$ cat src/rtl/dma_chan_pkg.sv
// Shared encodings for the DMA channel: control word layout, start and
// address-step modes, register selects and the sound FIFO addresses.
// Assumes a bus data path of 32 bits.
package dma_chan_pkg;

    typedef enum logic [1:0] {
        TM_NOW = 2'b00,
        TM_VBL = 2'b01,
        TM_HBL = 2'b10,
        TM_SND = 2'b11
    } start_mode_e;

    typedef enum logic [1:0] {
        STEP_UP     = 2'b00,
        STEP_DOWN   = 2'b01,
        STEP_HOLD   = 2'b10,
        STEP_UP_RLD = 2'b11
    } step_mode_e;

    // Packed MSB first: enable is bit 9, dst_step is bits 1:0.
    typedef struct packed {
        logic        enable;
        logic        irq_en;
        start_mode_e start;
        logic        wide;
        logic        rpt;
        step_mode_e  src_step;
        step_mode_e  dst_step;
    } chan_ctrl_t;

    localparam int CTRL_W = $bits(chan_ctrl_t);
    localparam int DATA_W = 32;

    localparam logic [1:0] SEL_SRC  = 2'd0;
    localparam logic [1:0] SEL_DST  = 2'd1;
    localparam logic [1:0] SEL_CNT  = 2'd2;
    localparam logic [1:0] SEL_CTRL = 2'd3;

    localparam logic [31:0] FIFO_ADDR_A = 32'h0400_00A0;
    localparam logic [31:0] FIFO_ADDR_B = 32'h0400_00A4;
    localparam int          SND_UNITS   = 4;

endpackage

$ cat src/rtl/dma_chan_regs.sv
// Programmed register file of one channel: source, destination, count and
// control. The hardware can clear the enable bit and force the repeat bit;
// both of these take precedence over a software write in the same cycle.
// Assumes ADDR_W <= 32.
module dma_chan_regs
    import dma_chan_pkg::*;
#(
    parameter int ADDR_W = 32,
    parameter int CNT_W  = 14
) (
    input  logic              clk,
    input  logic              rst_n,
    input  logic              reg_we,
    input  logic [1:0]        reg_sel,
    input  logic [31:0]       reg_wdata,
    input  logic              clr_enable,
    input  logic              set_repeat,
    output logic [ADDR_W-1:0] prog_src,
    output logic [ADDR_W-1:0] prog_dst,
    output logic [CNT_W-1:0]  prog_cnt,
    output chan_ctrl_t        ctrl
);

    // Register writes, then hardware overrides on the control word.
    always_ff @(posedge clk) begin
        if (!rst_n) begin
            prog_src <= '0;
            prog_dst <= '0;
            prog_cnt <= '0;
            ctrl     <= '0;
        end else begin
            if (reg_we) begin
                case (reg_sel)
                    SEL_SRC:  prog_src <= reg_wdata[ADDR_W-1:0];
                    SEL_DST:  prog_dst <= reg_wdata[ADDR_W-1:0];
                    SEL_CNT:  prog_cnt <= reg_wdata[CNT_W-1:0];
                    default:  ctrl     <= chan_ctrl_t'(reg_wdata[CTRL_W-1:0]);
                endcase
            end
            if (set_repeat) ctrl.rpt    <= 1'b1;
            if (clr_enable) ctrl.enable <= 1'b0;
        end
    end

endmodule

$ cat src/rtl/dma_chan_trigger.sv
// Start logic: turns the enable edge, the blank pulses and sound requests
// into one start strobe plus load strobes for the working copies.
// Priority: sound request, then enable edge, then blank. Every trigger is
// ignored while the engine is busy.
module dma_chan_trigger
    import dma_chan_pkg::*;
#(
    parameter int ADDR_W = 32,
    parameter int CNT_W  = 14,
    parameter bit SND_OK = 1'b0
) (
    input  logic              clk,
    input  logic              rst_n,
    input  logic              enable,
    input  start_mode_e       start_mode,
    input  step_mode_e        dst_step,
    input  logic [ADDR_W-1:0] prog_src,
    input  logic [ADDR_W-1:0] prog_dst,
    input  logic [CNT_W-1:0]  prog_cnt,
    input  logic              busy,
    input  logic              vblank,
    input  logic              hblank,
    input  logic              snd_req,
    input  logic              snd_fifo_sel,
    output logic              start,
    output logic              snd_mode,
    output logic              set_repeat,
    output logic              ld_src,
    output logic              ld_dst,
    output logic              ld_cnt,
    output logic [ADDR_W-1:0] new_src,
    output logic [ADDR_W-1:0] new_dst,
    output logic [CNT_W-1:0]  new_cnt
);

    localparam logic [CNT_W-1:0]  CNT_MAX   = '1;
    localparam logic [CNT_W-1:0]  CNT_SND   = CNT_W'(SND_UNITS);
    localparam logic [ADDR_W-1:0] FIFO_A_AW = FIFO_ADDR_A[ADDR_W-1:0];
    localparam logic [ADDR_W-1:0] FIFO_B_AW = FIFO_ADDR_B[ADDR_W-1:0];

    logic              en_d;
    logic              en_rise;
    logic              blank_hit;
    logic              snd_hit;
    logic [CNT_W-1:0]  full_cnt;
    logic [ADDR_W-1:0] fifo_addr;

    // Previous enable value, used to find the 0-to-1 edge.
    always_ff @(posedge clk) begin
        if (!rst_n) en_d <= 1'b0;
        else        en_d <= enable;
    end

    assign en_rise   = enable && !en_d && !busy;
    assign blank_hit = !busy && enable &&
                       ((vblank && start_mode == TM_VBL) ||
                        (hblank && start_mode == TM_HBL));
    assign snd_hit   = SND_OK && !busy && snd_req && start_mode == TM_SND;
    assign full_cnt  = (prog_cnt == '0) ? CNT_MAX : prog_cnt;
    assign fifo_addr = snd_fifo_sel ? FIFO_B_AW : FIFO_A_AW;
    assign new_src   = prog_src;

    // Pick the start source and what the working copies load from.
    always_comb begin
        start      = 1'b0;
        snd_mode   = 1'b0;
        set_repeat = 1'b0;
        ld_src     = 1'b0;
        ld_dst     = 1'b0;
        ld_cnt     = 1'b0;
        new_dst    = prog_dst;
        new_cnt    = full_cnt;
        if (snd_hit) begin
            start      = 1'b1;
            snd_mode   = 1'b1;
            set_repeat = 1'b1;
            ld_dst     = 1'b1;
            ld_cnt     = 1'b1;
            new_dst    = fifo_addr;
            new_cnt    = CNT_SND;
        end else begin
            if (en_rise) begin
                ld_src = 1'b1;
                ld_dst = 1'b1;
                ld_cnt = 1'b1;
                start  = (start_mode == TM_NOW);
            end
            if (blank_hit) begin
                start  = 1'b1;
                ld_cnt = 1'b1;
                if (dst_step == STEP_UP_RLD) ld_dst = 1'b1;
            end
        end
    end

endmodule

$ cat src/rtl/dma_chan_engine.sv
// Transfer engine: holds the working source, destination and count, and
// moves one unit per read/write pair on a request/ready bus. Loads are
// accepted only while idle. In sound mode the destination is held.
module dma_chan_engine
    import dma_chan_pkg::*;
#(
    parameter int ADDR_W = 32,
    parameter int CNT_W  = 14
) (
    input  logic              clk,
    input  logic              rst_n,
    input  logic              start,
    input  logic              snd_mode,
    input  logic              ld_src,
    input  logic              ld_dst,
    input  logic              ld_cnt,
    input  logic [ADDR_W-1:0] new_src,
    input  logic [ADDR_W-1:0] new_dst,
    input  logic [CNT_W-1:0]  new_cnt,
    input  logic              wide,
    input  step_mode_e        src_step,
    input  step_mode_e        dst_step,
    input  logic              bus_ready,
    input  logic [DATA_W-1:0] bus_rdata,
    output logic              busy,
    output logic              finish,
    output logic              bus_rd_req,
    output logic              bus_wr_req,
    output logic [ADDR_W-1:0] bus_addr,
    output logic [DATA_W-1:0] bus_wdata
);

    typedef enum logic [1:0] {ST_IDLE, ST_RD, ST_WR} eng_state_e;

    eng_state_e        state;
    logic [ADDR_W-1:0] wk_src;
    logic [ADDR_W-1:0] wk_dst;
    logic [CNT_W-1:0]  wk_cnt;
    logic [DATA_W-1:0] data_q;
    logic              snd_q;

    function automatic logic [ADDR_W-1:0] next_addr(
        input logic [ADDR_W-1:0] a, input step_mode_e m, input logic w);
        logic [ADDR_W-1:0] delta;
        delta = w ? ADDR_W'(4) : ADDR_W'(2);
        case (m)
            STEP_DOWN: next_addr = a - delta;
            STEP_HOLD: next_addr = a;
            default:   next_addr = a + delta;
        endcase
    endfunction

    assign busy       = (state != ST_IDLE);
    assign bus_rd_req = (state == ST_RD);
    assign bus_wr_req = (state == ST_WR);
    assign bus_addr   = (state == ST_WR) ? wk_dst : wk_src;
    assign bus_wdata  = data_q;
    assign finish     = (state == ST_WR) && bus_ready && (wk_cnt == CNT_W'(1));

    // Sequencer and working copies: load, read, write, step, count down.
    always_ff @(posedge clk) begin
        if (!rst_n) begin
            state  <= ST_IDLE;
            wk_src <= '0;
            wk_dst <= '0;
            wk_cnt <= '0;
            data_q <= '0;
            snd_q  <= 1'b0;
        end else begin
            case (state)
                ST_IDLE: begin
                    if (ld_src) wk_src <= new_src;
                    if (ld_dst) wk_dst <= new_dst;
                    if (ld_cnt) wk_cnt <= new_cnt;
                    if (start) begin
                        state <= ST_RD;
                        snd_q <= snd_mode;
                    end
                end
                ST_RD: begin
                    if (bus_ready) begin
                        data_q <= bus_rdata;
                        state  <= ST_WR;
                    end
                end
                default: begin
                    if (bus_ready) begin
                        wk_src <= next_addr(wk_src, src_step, wide);
                        wk_dst <= snd_q ? wk_dst : next_addr(wk_dst, dst_step, wide);
                        wk_cnt <= wk_cnt - CNT_W'(1);
                        state  <= (wk_cnt == CNT_W'(1)) ? ST_IDLE : ST_RD;
                    end
                end
            endcase
        end
    end

endmodule

$ cat src/rtl/dma_chan_ctrl.sv
// Top of one DMA channel: register file, trigger logic and transfer engine.
// Drives its own single-cycle interrupt at the end of each run and clears
// its enable bit when the run was not repeating.
// Assumes ADDR_W <= 32 and CNT_W >= 3.
module dma_chan_ctrl
    import dma_chan_pkg::*;
#(
    parameter int CH_ID  = 1,
    parameter int ADDR_W = 32,
    parameter int CNT_W  = 14
) (
    input  logic              clk,
    input  logic              rst_n,
    input  logic              reg_we,
    input  logic [1:0]        reg_sel,
    input  logic [31:0]       reg_wdata,
    input  logic              vblank_pulse,
    input  logic              hblank_pulse,
    input  logic              snd_req,
    input  logic              snd_fifo_sel,
    output logic              bus_rd_req,
    output logic              bus_wr_req,
    output logic [ADDR_W-1:0] bus_addr,
    output logic              bus_wide,
    output logic [31:0]       bus_wdata,
    input  logic [31:0]       bus_rdata,
    input  logic              bus_ready,
    output logic              irq_pulse
);

    localparam bit SND_OK = (CH_ID == 1) || (CH_ID == 2);

    chan_ctrl_t        ctrl;
    logic [ADDR_W-1:0] prog_src;
    logic [ADDR_W-1:0] prog_dst;
    logic [CNT_W-1:0]  prog_cnt;
    logic              clr_enable;
    logic              set_repeat;
    logic              trig_start;
    logic              trig_snd;
    logic              snd_start;
    logic              ld_src;
    logic              ld_dst;
    logic              ld_cnt;
    logic [ADDR_W-1:0] new_src;
    logic [ADDR_W-1:0] new_dst;
    logic [CNT_W-1:0]  new_cnt;
    logic              busy;
    logic              finish;
    logic              irq_q;

    dma_chan_regs #(.ADDR_W(ADDR_W), .CNT_W(CNT_W)) u_regs (
        .clk        (clk),
        .rst_n      (rst_n),
        .reg_we     (reg_we),
        .reg_sel    (reg_sel),
        .reg_wdata  (reg_wdata),
        .clr_enable (clr_enable),
        .set_repeat (set_repeat),
        .prog_src   (prog_src),
        .prog_dst   (prog_dst),
        .prog_cnt   (prog_cnt),
        .ctrl       (ctrl)
    );

    dma_chan_trigger #(.ADDR_W(ADDR_W), .CNT_W(CNT_W), .SND_OK(SND_OK)) u_trig (
        .clk          (clk),
        .rst_n        (rst_n),
        .enable       (ctrl.enable),
        .start_mode   (ctrl.start),
        .dst_step     (ctrl.dst_step),
        .prog_src     (prog_src),
        .prog_dst     (prog_dst),
        .prog_cnt     (prog_cnt),
        .busy         (busy),
        .vblank       (vblank_pulse),
        .hblank       (hblank_pulse),
        .snd_req      (snd_req),
        .snd_fifo_sel (snd_fifo_sel),
        .start        (trig_start),
        .snd_mode     (trig_snd),
        .set_repeat   (set_repeat),
        .ld_src       (ld_src),
        .ld_dst       (ld_dst),
        .ld_cnt       (ld_cnt),
        .new_src      (new_src),
        .new_dst      (new_dst),
        .new_cnt      (new_cnt)
    );

    dma_chan_engine #(.ADDR_W(ADDR_W), .CNT_W(CNT_W)) u_eng (
        .clk        (clk),
        .rst_n      (rst_n),
        .start      (trig_start),
        .snd_mode   (trig_snd),
        .ld_src     (ld_src),
        .ld_dst     (ld_dst),
        .ld_cnt     (ld_cnt),
        .new_src    (new_src),
        .new_dst    (new_dst),
        .new_cnt    (new_cnt),
        .wide       (ctrl.wide),
        .src_step   (ctrl.src_step),
        .dst_step   (ctrl.dst_step),
        .bus_ready  (bus_ready),
        .bus_rdata  (bus_rdata),
        .busy       (busy),
        .finish     (finish),
        .bus_rd_req (bus_rd_req),
        .bus_wr_req (bus_wr_req),
        .bus_addr   (bus_addr),
        .bus_wdata  (bus_wdata)
    );

    assign snd_start  = trig_start && trig_snd;
    assign clr_enable = finish && !ctrl.rpt;
    assign bus_wide   = ctrl.wide;
    assign irq_pulse  = irq_q;

    // End-of-run interrupt, one cycle after the last write is accepted.
    always_ff @(posedge clk) begin
        if (!rst_n) irq_q <= 1'b0;
        else        irq_q <= finish && ctrl.irq_en;
    end

endmodule

$ cat config.mk
export PLATFORM = sky130hd
export DESIGN_NAME = dma_chan_ctrl
export DESIGN_NICKNAME = d
export VERILOG_FILES = /design/src/rtl/dma_chan_pkg.sv /design/src/rtl/dma_chan_regs.sv /design/src/rtl/dma_chan_trigger.sv /design/src/rtl/dma_chan_engine.sv /design/src/rtl/dma_chan_ctrl.sv
export SDC_FILE = /design/constraint.sdc
export NUM_CORES = 1
export LEC_CHECK = 0
export BUFFER_PORTS_ARGS = -buffer_cell sky130_fd_sc_hd__buf_2
export CORE_ASPECT_RATIO = 0.6
export CORE_UTILIZATION = 59
export CTS_CLUSTER_SIZE = 16
export DETAILED_ROUTE_END_ITERATION = 10
export PLACE_DENSITY = 0.8
export REMOVE_ABC_BUFFERS = 1
export SLEW_MARGIN = 40
export SYNTH_ARGS = -nofsm -noshare
export SYNTH_HDL_FRONTEND = slang
export SYNTH_SLANG_ARGS = --single-unit
$ cat constraint.sdc
create_clock -name clk -period 5 [get_ports clk]
set_clock_uncertainty 0.1 [all_clocks]
set_input_delay 1 -clock clk [delete_from_list [all_inputs] [get_ports clk]]
set_output_delay 1 -clock clk [all_outputs]
set_load 0.005 [all_outputs]
Word-level counts from Yosys, hierarchy flattened
Index checks and enable logic that the tools add are counted.
Operators by class
  $add $sub $neg: 5
  equality and inequality tests: 22
  mux-type cells: 37
  bitwise gates (word level): 3
  reductions and logical operators: 36
Operator list (number)
  one-hot mux 32 bit (2 select lines): 4
  2-to-1 mux 32 bit: 7
  adder 32 bit: 2
  subtractor 32 bit: 2
  2-to-1 mux 14 bit: 4
  one-hot mux 14 bit (2 select lines): 1
  equality test 14 x 1 -> 1 bit (second input constant): 1
  equality test 2 bit (second input constant): 7
  zero test 14 bit: 1
  AND reduction 2 bit: 7
  subtractor 14 x 1 -> 14 bit (second input constant): 1
  2-to-1 mux 1 bit: 13
  logical AND 1 bit: 12
  != test 2 bit (second input constant): 6
  equality test 2 x 1 -> 1 bit (second input constant): 5
  2-to-1 mux 5 bit: 2
  zero test 2 bit: 3
  2-to-1 mux 2 bit: 3
  2-to-1 mux 3 bit: 2
  != test 2 x 1 -> 1 bit (second input constant): 3
  AND reduction 3 bit: 2
  nonzero test 2 bit: 3
  AND reduction 5 bit: 1
  one-hot mux 2 bit (2 select lines): 1
  other kinds (6): 10
Word-level totals
  register bits after elaboration: 203
  input port bits: 74
  output and inout bits: 68
  word-level logic and storage cells: 121

Depth between registers and ports, before layout
  word-level depth: 9
  depth in mapped cells: 16
  depth with buffers taken out: 11

Hierarchy
From an unflattened synthesis, not the netlist that was laid out.
Unflattened totals
  cells, all modules: 1769
  area total of the unflattened synthesis: 12947.4 µm²
By module, submodules not included
  dma_chan_engine: times used 1, cells each 1272, area an instance 8857.2 µm², seq. area each 2262.2 µm²
  dma_chan_regs: times used 1, cells each 386, area an instance 3296.9 µm², seq. area each 1761.7 µm²
  dma_chan_trigger: times used 1, cells each 108, area an instance 758.2 µm², seq. area each 20.0 µm²
  dma_chan_ctrl: times used 1, cells each 3, area an instance 35.0 µm², seq. area each 20.0 µm²

Worst setup path before layout
Ideal clock, no wire load.
  path kind: flip-flop to flip-flop
  start point: reg u_regs.ctrl[1] (netlist name)
  end point: reg u_eng.wk_dst[31]
  setup time: 103 ps
  arrival: 3609 ps
  data required time: 4797 ps
  path slack: 1188 ps
  cell stages (with the launch flop): 16
  path buffers: 4
  period minus slack after synthesis: 3812 ps
  cells stage by stage: dfxtp_1 > buf_2 > nand2b_1 > clkbuf_1 > buf_2 > buf_1 > nor2_1 > ha_1 > o21a_1 > or2_2 > a41oi_1 > nor3_1 > a2111oi_1 > a41oi_1 > xor2_1 > a2111oi_2
Between the ends
  longest elaborated chain between the ends: 6
RTL lines
  equality test 2 bit: line dma_chan_trigger.sv:91  | if (dst_step == STEP_UP_RLD) ld_dst = 1'b1;
  2-to-1 mux 1 bit: line dma_chan_trigger.sv:91
  2-to-1 mux 1 bit: line dma_chan_trigger.sv:88  | if (blank_hit) begin
  2-to-1 mux 1 bit: line dma_chan_trigger.sv:73  | if (snd_hit) begin
  != test 2 bit (no line)
  AND reduction 5 bit (no line)
  to (signal assigned): line dma_chan_engine.sv:73  | if (ld_dst) wk_dst <= new_dst;
  to (signal assigned): line dma_chan_engine.sv:89  | wk_dst <= snd_q ? wk_dst : next_addr(wk_dst, dst_step, wide);
  to (decl): line dma_chan_engine.sv:37  | logic [ADDR_W-1:0] wk_dst;
Several ways; a longest one is shown, not always the timed one. The select of a mux whose other input is x is not followed.
A chain may end at the register's enable or synchronous reset.

Final worst setup path
  start point: reg u_regs.ctrl[1] (netlist name)
  end point: reg u_eng.wk_dst[31]
Between the ends
  longest elaborated chain between the ends: 6
RTL lines (line)
  equality test 2 bit: dma_chan_trigger.sv:91
  2-to-1 mux 1 bit: dma_chan_trigger.sv:91
  2-to-1 mux 1 bit: dma_chan_trigger.sv:88
  2-to-1 mux 1 bit: dma_chan_trigger.sv:73
  != test 2 bit (no line)
  AND reduction 5 bit (no line)
Several ways; a longest one is shown, not always the timed one. The select of a mux whose other input is x is not followed.

==> out/qor.yml <==
run_status:
  status: "finished, final reports clean"
layout:
  area_growth_pct: 11.1
  diodes: 0
  stdcell_count: 2010
  layout.nets: 1806
  postLayoutCoreUtil_pct: 67.2
  multi_input_area_sq_um: 7400
  fin_area_sq_um: 13500
  drive_above_1_share_pct: 15.5
  fill_cells: 1811
  regArea_sq_um: 4060
global_routing:
  grt_pass1_vias: 11800
  gr-usage-all-layers_pct: 37.6
  grt_first_pass_wirelength_um: 64100
  antenna_found_initial: 0
  grt_max_degree: 71
  overflow: 0
logic_synthesis:
  synth_top_area_cell: "dfxtp_1"
  netlist.area_leader.share_pct: 33.5
  yosysUniqueCellTypes: 81
  ys_seq_elements: 203
  yosys-top-cells-area: "dfxtp_1 (33%), nand2_1 (11%), a21oi_1 (7.8%)"
  synthTopCellsByCount: "nand2_1 (355), dfxtp_1 (203), a21oi_1 (190), clkbuf_1 (133), nor2_1 (107)"
  synth.avg_cell_area_sq_um: 7.16
  yosys_warnings: 0
  ys_async_sr_fraction_pct: 0
  syn_area_sq_um: 12100
  synthFlopType: "dfxtp_1"
  yosysSeqAreaShare_pct: 33.5
  yosysMostFrequentCell: "nand2_1"
  synth_edf_count: 0
  synthCells: 1695
drt:
  m1WireLength_um: 18200
  wl_um: 40900
  top_layer: "met4"
  wl_met2_um: 16300
  first_pass_iters: 6
  ant_nets: 0
  route.detailed.drc: 0
  vias: 13300
  drt_iter0_drc: 1838
  avgRoutedWirePerCell_um: 20.4
  vias_per_cell: 6.60
  wl_met3_um: 5400
setup_path:
  cp-start-kind: "register"
  end_kind: "register"
  crit_fanout: 11
  crit_type: "reg2reg"
  arrival_ns: 4.07
  crit_required_ns: 5.31
  r2r_slack_ns: 1.23
job:
  cap_violations: 0
worst_hold_path:
  hold_class: "reg2reg"
clock_tree:
  cts.sinks: 203
  path_clk_slew_ns: 0.07
  cts-root-buf: "clkbuf_16"
  cts_tree: "done"
  post_cts_buffers: 0
  numCtsBuffers: 21
  clkLatencyLatePin_ns: 0.51
  htree_levels: 1
  cts-resized-gates: 0
  cts_max_path_buffers: 3
  cts_hold_buf: 0
floorplan:
  core-area_sq_um: 20100
  start_util_pct: 60.5
  die_x_um: 187
  die_h_um: 113
  rows: 40
  die_area_sq_um: 21200
  num_io_pins: 142
power_and_ir_drop:
  p_leak_uw: 0.00493
  ir_worst_vdd_mv: 0.270
  powerDensity_nw_per_um2: 272
sta:
  fmax_mhz: 266
  hold_viol: 0
  rsz0062_at_grt: "no"
  max-slew-margin-rel_pct: 34.7
  totalNegativeSetupSlack_ns: 0
  setup_viol: 0
  worstMarginPinSlew_ns: 0.971
  fin_crit_ns: 3.77
  finalMaxSlewViolations: 0
  period_share_pct: 75.3
place:
  place_area_sq_um: 12800
  gp_congestion: 0.967
  hpwl_um: 28200
  io_buffers: 141
  dpl.cell_count: 1974
==> sequential cells by signal (all words and copies together) (netlist names), 2 cells and up <==
signal / flops
u_eng.bus_wdata: 32
u_eng.wk_dst: 32
u_eng.wk_src: 32
u_regs.prog_dst: 32
u_regs.prog_src: 32
u_eng.wk_cnt: 14
u_regs.prog_cnt: 14
u_regs.ctrl: 10
u_eng.state: 2
==> critical path: stages, from the launching register on <==
cell and delay [ns]:
dfxtp_1 0.62, nand2b_1 0.21, nor2_1 0.05, ha_1 0.33, o21a_1 0.25, or2_2 0.16, a41oi_1 0.19, nor3_1 0.74
and3_1 0.30, a41oi_1 0.15, xor2_1 0.19, a2111oi_2 0.37
==> final cells by class <==
cell class / instances / area share [%]
Timing Repair Buffer: 166 / 6.78
Multi-Input combinational cell: 1309 / 54.9
Tap cell: 273 / 2.53
Sequential cell: 203 / 30.2
Clock inverter: 10 / 0.687
Clock buffer: 26 / 4.26
Inverter: 23 / 0.659
==> metal layers <==
metal	GRT usage (%)	up-vias
met5	0	-
met4	10.8	0
met3	9.68	87
met2	52.9	856
met1	55.9	6198
li1	-	6125
==> cell families (layout without fill, tap and decap cells) <==
group	Yosys count	after routing	share of synthesized area, %
compound gates	451	451	23.2
xor+xnor	24	24	1.73
fa+ha+maj	8	8	0.825
buf+inv	183	225	5.87
flops	203	203	33.5
mux	53	53	4.69
simple gates	773	773	30.2
==> metrics by stage <==
stage,worst slack (ns),hold WS (ns),power (uW)
finish,1.23,0.352,3670
global route,1.02,0.369,3780
CTS,1.30,0.352,3660
detailed placement,1.38,0.344,2120
global placement,1.44,0.338,2110
floorplan,-0.00382,0.332,1960
==> path summary, 6_finish.rpt <==
kind	from	to	cells after the start
min	u_eng.bus_wdata[27]$_SDFFE_PN0P_	u_eng.bus_wdata[27]$_SDFFE_PN0P_	2
max reg2reg	u_regs.ctrl[1]$_SDFFE_PN0P_	u_eng.wk_dst[31]$_SDFFE_PN0N_	11
max	u_regs.ctrl[1]$_SDFFE_PN0P_	u_eng.wk_dst[31]$_SDFFE_PN0N_	11
min reg2reg	u_eng.bus_wdata[27]$_SDFFE_PN0P_	u_eng.bus_wdata[27]$_SDFFE_PN0P_	2
==> report_power, final <==
group / internal [uW] / switching [uW]
Sequential: 1650 / 41.3
Combinational: 141 / 267
Clock: 872 / 694
Total: 2670 / 1000
==> layout by cell type, fill, tap and decap left out, drive strengths merged, types with 10 or more instances in the layout <==
cell type and instances:
nor2b 13, nor4 23, a221oi 10, nand2 355, a21oi 190, nor3 56, and3 27, and2 14
o21ai 72, dfxtp 203, nor2 107, buf 166, o211ai 10, nand4 25, o22ai 15, or3 26
or2 12, nand3 47, inv 24, mux2i 22, or4 18, mux2 31, xnor2 21, nand2b 16
o31ai 24, clkbuf 26, a31oi 19, a22oi 25
Power figures use the tool's default switching activity.
